==> config.mk <==
export PLATFORM = sky130hd
export DESIGN_NAME = errpin_ctrl
export DESIGN_NICKNAME = d
export VERILOG_FILES = /design/src/rtl/errpin_pkg.sv /design/src/rtl/errpin_keyreg.sv /design/src/rtl/errpin_ltc.sv /design/src/rtl/errpin_ctrl.sv
export SDC_FILE = /design/constraint.sdc
export NUM_CORES = 1
export LEC_CHECK = 0
export BUFFER_PORTS_ARGS = -buffer_cell sky130_fd_sc_hd__buf_2
export CAP_MARGIN = 0
export CORE_MARGIN = 1.5
export CORE_UTILIZATION = 51
export CTS_CLUSTER_DIAMETER = 40
export CTS_CLUSTER_SIZE = 24
export DETAILED_ROUTE_END_ITERATION = 8
export PLACE_DENSITY = 0.72
export RECOVER_POWER = 50
export SETUP_SLACK_MARGIN = 0.4
export SYNTH_ARGS = -nofsm -noshare
export SYNTH_HDL_FRONTEND = slang
export SYNTH_SLANG_ARGS = --single-unit
==> constraint.sdc <==
create_clock -name clk_i -period 2.3 [get_ports clk_i]
set_input_delay 0.23 -clock clk_i [delete_from_list [all_inputs] [get_ports clk_i]]
set_output_delay 0.23 -clock clk_i [all_outputs]
set_load 0.005 [all_outputs]
==> src/rtl/errpin_pkg.sv <==
package errpin_pkg;

    typedef enum logic [3:0] {
        KEY_OFF   = 4'b0000,
        KEY_REL   = 4'b0101,
        KEY_FORCE = 4'b1010
    } errkey_e;

endpackage

==> src/rtl/errpin_keyreg.sv <==
module errpin_keyreg
    import errpin_pkg::*;
(
    input  logic       clk_i,
    input  logic       rst_ni,
    input  logic       we_i,
    input  logic [3:0] wdata_i,
    input  logic       pin_ok_i,
    input  logic       consume_i,
    output logic [3:0] key_o,
    output logic       force_o,
    output logic       rel_o
);

    typedef struct packed {
        errkey_e key;
    } kstate_t;

    kstate_t st_d, st_q;
    logic    accept;

    // decide whether the written key is taken
    always_comb begin
        accept = 1'b0;
        if (we_i) begin
            if (st_q.key == KEY_FORCE) begin
                // in forcing mode only the off key counts
                accept = (wdata_i == KEY_OFF);
            end else begin
                unique case (wdata_i)
                    KEY_OFF:   accept = 1'b1;
                    KEY_REL:   accept = 1'b1;
                    KEY_FORCE: accept = pin_ok_i;
                    default:   accept = 1'b0;
                endcase
            end
        end
    end

    always_comb begin
        st_d = st_q;
        if (accept) begin
            st_d.key = errkey_e'(wdata_i);
        end else if (consume_i) begin
            st_d.key = KEY_OFF;
        end
    end

    always_ff @(posedge clk_i or negedge rst_ni) begin
        if (!rst_ni) st_q <= '{key: KEY_OFF};
        else         st_q <= st_d;
    end

    assign key_o   = st_q.key;
    assign force_o = (st_q.key == KEY_FORCE);
    assign rel_o   = (st_q.key == KEY_REL);

    assert_force_accept_R7: assert property (@(posedge clk_i) disable iff (!rst_ni)
        (we_i && wdata_i == KEY_FORCE && pin_ok_i) |=> force_o);

    assert_bad_key_R11: assert property (@(posedge clk_i) disable iff (!rst_ni)
        (we_i && wdata_i != KEY_OFF && wdata_i != KEY_REL && wdata_i != KEY_FORCE && !consume_i)
        |=> $stable(key_o));

    assert_force_lock_R11: assert property (@(posedge clk_i) disable iff (!rst_ni)
        (force_o && !(we_i && wdata_i == KEY_OFF)) |=> force_o);

endmodule

==> src/rtl/errpin_ltc.sv <==
module errpin_ltc #(
    parameter int CNT_W      = 16,
    parameter int LOW_CYCLES = 1000
) (
    input  logic clk_i,
    input  logic rst_ni,
    input  logic load_i,
    input  logic run_i,
    output logic expired_o
);

    localparam logic [CNT_W-1:0] PRELOAD = CNT_W'(LOW_CYCLES);

    typedef struct packed {
        logic [CNT_W-1:0] cnt;
    } cstate_t;

    cstate_t st_d, st_q;

    always_comb begin
        st_d = st_q;
        if (load_i) begin
            st_d.cnt = PRELOAD;
        end else if (run_i && st_q.cnt != '0) begin
            st_d.cnt = st_q.cnt - 1'b1;
        end
    end

    always_ff @(posedge clk_i or negedge rst_ni) begin
        if (!rst_ni) st_q <= '{cnt: '0};
        else         st_q <= st_d;
    end

    assign expired_o = (st_q.cnt == '0);

    assert_reload_R4: assert property (@(posedge clk_i) disable iff (!rst_ni)
        load_i |=> !expired_o);

    assert_park_R10: assert property (@(posedge clk_i) disable iff (!rst_ni)
        (!load_i && !run_i) |=> $stable(st_q.cnt));

endmodule

==> src/rtl/errpin_ctrl.sv <==
module errpin_ctrl
    import errpin_pkg::*;
#(
    parameter int CNT_W      = 16,
    parameter int LOW_CYCLES = 1000
) (
    input  logic       clk_i,
    input  logic       rst_ni,
    input  logic       fail_i,
    input  logic       key_we_i,
    input  logic [3:0] key_wdata_i,
    output logic [3:0] key_rdata_o,
    output logic       pin_n_o,
    output logic       pin_ok_o
);

    typedef struct packed {
        logic fail_lat;
    } pstate_t;

    pstate_t st_d, st_q;
    logic    forcing, rel_pend, expired, release_now, pin_low;

    errpin_keyreg u_keyreg (
        .clk_i    (clk_i),
        .rst_ni   (rst_ni),
        .we_i     (key_we_i),
        .wdata_i  (key_wdata_i),
        .pin_ok_i (pin_ok_o),
        .consume_i(release_now),
        .key_o    (key_rdata_o),
        .force_o  (forcing),
        .rel_o    (rel_pend)
    );

    errpin_ltc #(
        .CNT_W     (CNT_W),
        .LOW_CYCLES(LOW_CYCLES)
    ) u_ltc (
        .clk_i    (clk_i),
        .rst_ni   (rst_ni),
        .load_i   (fail_i),
        .run_i    (!forcing),
        .expired_o(expired)
    );

    // a release is used only outside forcing, once the low time is over
    always_comb begin
        release_now = st_q.fail_lat && expired && rel_pend && !forcing && !fail_i;
        st_d = st_q;
        if (fail_i)           st_d.fail_lat = 1'b1;
        else if (release_now) st_d.fail_lat = 1'b0;
    end

    always_ff @(posedge clk_i or negedge rst_ni) begin
        if (!rst_ni) st_q <= '{fail_lat: 1'b0};
        else         st_q <= st_d;
    end

    assign pin_low  = st_q.fail_lat || forcing;
    assign pin_n_o  = !pin_low;
    assign pin_ok_o = !pin_low;

    assert_fail_low_R2: assert property (@(posedge clk_i) disable iff (!rst_ni)
        fail_i |=> !pin_n_o);

    assert_force_low_R7: assert property (@(posedge clk_i) disable iff (!rst_ni)
        (key_rdata_o == KEY_FORCE) |-> !pin_n_o);

    assert_rise_cause_R3: assert property (@(posedge clk_i) disable iff (!rst_ni)
        $rose(pin_n_o) |-> ($past(key_rdata_o) == KEY_REL || $past(key_rdata_o) == KEY_FORCE));

    assert_low_bad_force_R8: assert property (@(posedge clk_i) disable iff (!rst_ni)
        (!pin_ok_o && key_rdata_o != KEY_FORCE && key_we_i && key_wdata_i == KEY_FORCE) |=> key_rdata_o != KEY_FORCE);

endmodule

## Yosys cells after proc, flatten, opt, wreduce, memory -nomap -nowiden

Cells that the tools add are included.

- Bits in registers: 21
- Output and inout bits: 6
- Word-level logic and storage cells: 33

- $add $sub $neg: 1
- Equal/unequal tests: 4
- Mux-type cells: 9
- Reduce and logical (&&, ||, !) cells: 16

Operator list:

| cell | number |
|---|---|
| 16-bit 2-to-1 mux | 2 |
| 16-bit logical NOT | 1 |
| 16-bit nonzero test | 1 |
| 16-bit by 1-bit subtractor with 16-bit output, second input constant | 1 |
| 4-bit by 3-bit equality test with 1-bit output, second input constant | 2 |
| 4-bit equality test, second input constant | 2 |
| 4-bit 2-to-1 mux | 2 |
| 2-bit nonzero test | 3 |
| 1-bit logical AND | 5 |
| 4-bit logical NOT | 1 |
| 1-bit 2-to-1 mux | 4 |
| 1-bit logical NOT | 3 |
| 1-bit case mux with 2 select lines | 1 |
| 2-bit OR reduction | 1 |
| 1-bit logical OR | 1 |

## Logic depth before layout (Yosys ltp)

- Depth in word-level cells: 7
- Gate-level depth with buffers: 7
- Depth with buffers taken out: 6

## Cells and area by module

From an unflattened synthesis, not the netlist that was laid out.

- Cells, all modules: 130
- Area, all modules: 1302.5 sq um

By module, submodules not included:

| module | instances | cells an instance | area each (sq um) | sequential area each (sq um) |
|---|---|---|---|---|
| errpin_ltc | 1 | 103 | 963.4 | 400.4 |
| errpin_keyreg | 1 | 20 | 259.0 | 100.1 |
| errpin_ctrl | 1 | 7 | 80.1 | 25.0 |

## Least setup slack after synthesis

OpenSTA, ideal clock, no wires.

- Kind: flip-flop to flip-flop
- Start point: reg u_ltc.st_q[0] (netlist name)
- End point: reg u_ltc.st_q[12] (netlist name)
- Setup time: 0.125 ns
- Arrival: 2.144 ns
- Data required time: 2.175 ns
- Setup slack: 0.031 ns
- Stages on the path, launching flop included: 7
- Buffers on the path: 0
- Clock period less this slack: 2.269 ns
- Cells stage by stage: dfrtp_1 -> inv_1 -> ha_1 -> or4b_1 -> a211o_1 -> or4_4 -> mux2_4

- Cells in the longest elaborated chain, start to end: 3
- Elaborated cells on any way between the ends: 6
- Those cells by class: add/sub: 1; mux: 2; reduce/logical: 3

Ends and longest elaborated chain:

| item | RTL line | RTL |
|---|---|---|
| start, declared | errpin_ltc.sv:18 | `cstate_t st_d, st_q;` |
| start signal, assigned | errpin_ltc.sv:30 | `if (!rst_ni) st_q <= '{cnt: '0};` |
| start signal, assigned | errpin_ltc.sv:31 | `else st_q <= st_d;` |
| 16-bit by 1-bit subtractor with 16-bit output or 16-bit nonzero test (tied branches) | errpin_ltc.sv:25, errpin_ltc.sv:24 |  |
| 16-bit 2-to-1 mux or 1-bit logical AND (tied branches) | errpin_ltc.sv:24 | `end else if (run_i && st_q.cnt != '0) begin` |
| 16-bit 2-to-1 mux or 2-bit nonzero test (tied branches) | n/a |  |

Several ways; a longest one is shown, not always the timed one. The select of a mux whose other input is x is not followed.
A chain may end at the register's enable or synchronous reset.

## Worst setup path after layout

Same ends and word-level chain as after synthesis.

==> summary.md <==
| Metric | Value |
|---|---|
| #FFs+latches synth | `21` |
| Mean Syn Cell Area | `9.40 um2` |
| Max_cap viols | `0` |
| Hold Path Depth | `3` |
| Reg2reg path depth | `6` |
| Number of remaining DRC errors | `0` |
| Wirelength, routed | `3750 um` |
| Port buffer count | `13` |
| Antenna violations before repair | `0` |
| Rows | `17` |
| Max-slew headroom | `23.2%` |
| Asr flop ratio synth | `100%` |
| Layout cell share with drive strength beyond 1 | `45.9%` |
| Clock sinks | `21` |
| Largest net degree at the start of global routing | `22` |
| Max Freq | `456 MHz` |
| N_diodes | `0` |
| Sequential area share after synthesis | `42.7%` |
| Synthesis-to-finish area growth | `41.6%` |
| Initial core utilization | `54.6%` |
| Tcrit/Tclk final | `95.3%` |
| Die height | `52.1 um` |
| Final instance area | `1740 um2` |
| CP Max Fanout | `3` |
| Die ar. | `2720 um2` |
| Predominant post-synthesis flop cell | `dfrtp_1` |
| WL/cell | `18.9 um` |
| CTS Buf Count | `3` |
| Worst skew pair latency | `320 ps` |
| DP Cell Count | `171` |
| Synth warnings | `0` |
| Core area | `2250 um2` |
| Pwr Total | `0.857 mW` |
| Status | `complete, no violations` |
| DR vias/cell | `6.35` |
| CTS tree | `done` |
| Syn nets | `140` |
| Most frequent cells in the layout | `buf_4 (25), dfrtp_1 (18), buf_2 (12)` |
| GP Congestion | `0.838` |
| Cell Pwr Density | `492 nW/um2` |
| Synthesized area | `1230 um2` |
| Area post-placement | `1360 um2` |
| CP cell instances | `inv_2, ha_4, or4b_4, a211o_1, or4_4, mux2_4` |
| Worst-path clk slew | `120 ps` |
| Fin cells | `198` |
| Iteration-0 DRC Markers | `47` |
| Cell taking the most area after synthesis | `dfrtp_1` |
| Top-level port count | `14` |
| Max Slew Vio Count | `0` |
| EDFF count, synth | `0` |
| DR vias | `1258` |
| Worst path required time | `2520 ps` |
| Synth cell types | `37` |
| Critical path's largest stage delay | `480 ps` |
| Fin Setup TNS | `0 ps` |
| GRT Total Usage | `25.1%` |
| First-pass GRT wire length | `4890 um` |
| Grt total ovfl | `0` |
| Vias in the first global route | `1087` |
| Dpl hpwl | `1860 um` |
| Final min period | `2190 ps` |
| Max clock buf depth | `2` |
| Worst Clk Skew | `5.10 ps` |
| CP arrival | `2410 ps` |
| Commonest non-fill, non-tap cell in the layout | `buf_4` |
| Post-route ant nets | `0` |
| Peak VDD IR | `585 uV` |
| Crit end category | `flop` |
| Top cells by area, synth | `dfrtp_1 (43%), mux2i_1 (4.9%), or3_1 (4.6%), o21ai_0 (4.1%), nor2_1 (3.4%)` |
| CTS HTree Levels | `1` |
| Final net count | `180` |
| Final setup fails | `0` |
| Count of final hold-check violations | `0` |
| Pleak | `0.715 nW` |
| Initial DRT Pass Iterations | `4` |
| Chip Width | `52.1 um` |
| RSZ-0062 raised after global routing | `true` |
| Startpoint Class | `flop` |
| Share of Yosys cell area claimed by the top area cell type | `42.7%` |
| Worst slew pin tran | `1150 ps` |
| Setup Crit Path Kind | `reg -> reg` |
| Slowest stage cell on the critical path | `or4b_4` |
| Root Buffer | `clkbuf_4` |
| Tightest Hold Check Type | `in -> reg` |
| Cells after synthesis | `131` |
## stage by stage
stage          hold WS [ps]  util, %  setup WS [ps]
2_1_floorplan         -65.6        -            132
3_3_place_gp            208     60.3            108
3_5_place_dp            218     60.3           72.6
4_1_cts                 193     68.1            123
5_1_grt                 185     77.3           91.4
6_report                190     77.3            107
## cell type report
| class | instances | area, um2 |
|---|---|---|
| well taps | 28 | 35.0 |
| clock inverters | 1 | 5.00 |
| flip-flops and latches | 21 | 529 |
| multi-input cells | 96 | 821 |
| inverters | 7 | 26.3 |
| fillers | 160 | 512 |
| clock buffers | 3 | 22.5 |
| repair buffers | 42 | 304 |
## critical path, delay by kind of cell, from the launching register on
kind	cells	cell delay, ps
and+or+nand+nor	2	900
DFF	1	410
muxes	1	300
AOI/OAI and AO/OA	1	270
adders and majority gates	1	130
buffers and inverters	1	80
## synth_stat cells, types with 2 or more instances
| cell type | count |
|---|---|
| o21ai_0 | 10 |
| mux2_2 | 2 |
| nor2_1 | 11 |
| mux2i_1 | 6 |
| or4_4 | 2 |
| a211oi_1 | 3 |
| or4_1 | 5 |
| dfrtp_1 | 21 |
| o21a_1 | 2 |
| or3_1 | 9 |
| nand2_1 | 4 |
| a2111oi_0 | 2 |
| nor2b_1 | 6 |
| o31ai_1 | 3 |
| clkbuf_1 | 4 |
| nor4_1 | 4 |
| or2_2 | 2 |
| nor3_1 | 3 |
| inv_1 | 7 |
| nand3_1 | 4 |
| a21oi_1 | 5 |
## routing by layer
layer | up-vias | global-route usage, % | wire length (um)
li1 | 562 | - | -
met1 | 620 | 32.7 | 1540
met2 | 58 | 38.4 | 1860
met3 | 18 | 4.31 | 181
met4 | 0 | 15.8 | 167
met5 | - | 0 | 0
## kinds of logic after synthesis
group	count (synthesis)	share of synthesized area (%)
and+or+nand+nor	56	27.2
AOI/OAI and AO/OA	30	15.9
DFF	21	42.7
buffers and inverters	14	5.28
muxes	9	7.93
adders and majority gates	1	1.02
## repair_timing
action,in CTS,in global routing
resized for setup,17,20
setup buffers,7,15
endpoints found under the setup margin,19,18
pin swaps,4,13
gates cloned,0,0
endpoints found under the hold margin,21,0
hold buffers,1,0
## registers in the layout (all words and copies together), names as in the netlist
register	count
st_q	1
u_ltc.st_q	16
u_keyreg.key_o	4
## report_power, final
group / total, mW / leakage, nW / internal, mW / switching (mW)
clock network: 0.183 / 0.0177 / 0.0654 / 0.118
registers: 0.444 / 0.246 / 0.403 / 0.0415
logic: 0.230 / 0.451 / 0.114 / 0.116
total: 0.857 / 0.715 / 0.582 / 0.275
## worst paths after layout
check / startpoint / endpoint / slack, ps
worst max-delay path: u_ltc.st_q[0]$_DFFE_PN0P_ / u_ltc.st_q[12]$_DFFE_PN0P_ / 110
worst min-delay path: key_wdata_i[2] / u_keyreg.key_o[0]$_DFFE_PN0P_ / 190
worst max register to register: u_ltc.st_q[0]$_DFFE_PN0P_ / u_ltc.st_q[12]$_DFFE_PN0P_ / 110
worst min register to register: u_keyreg.key_o[3]$_DFFE_PN0P_ / u_keyreg.key_o[3]$_DFFE_PN0P_ / 600
max in group asynchronous: rst_ni / u_ltc.st_q[12]$_DFFE_PN0P_ / 900
min in group asynchronous: rst_ni / u_keyreg.key_o[0]$_DFFE_PN0P_ / 640
Note: power is estimated with default switching activity, not from simulation.
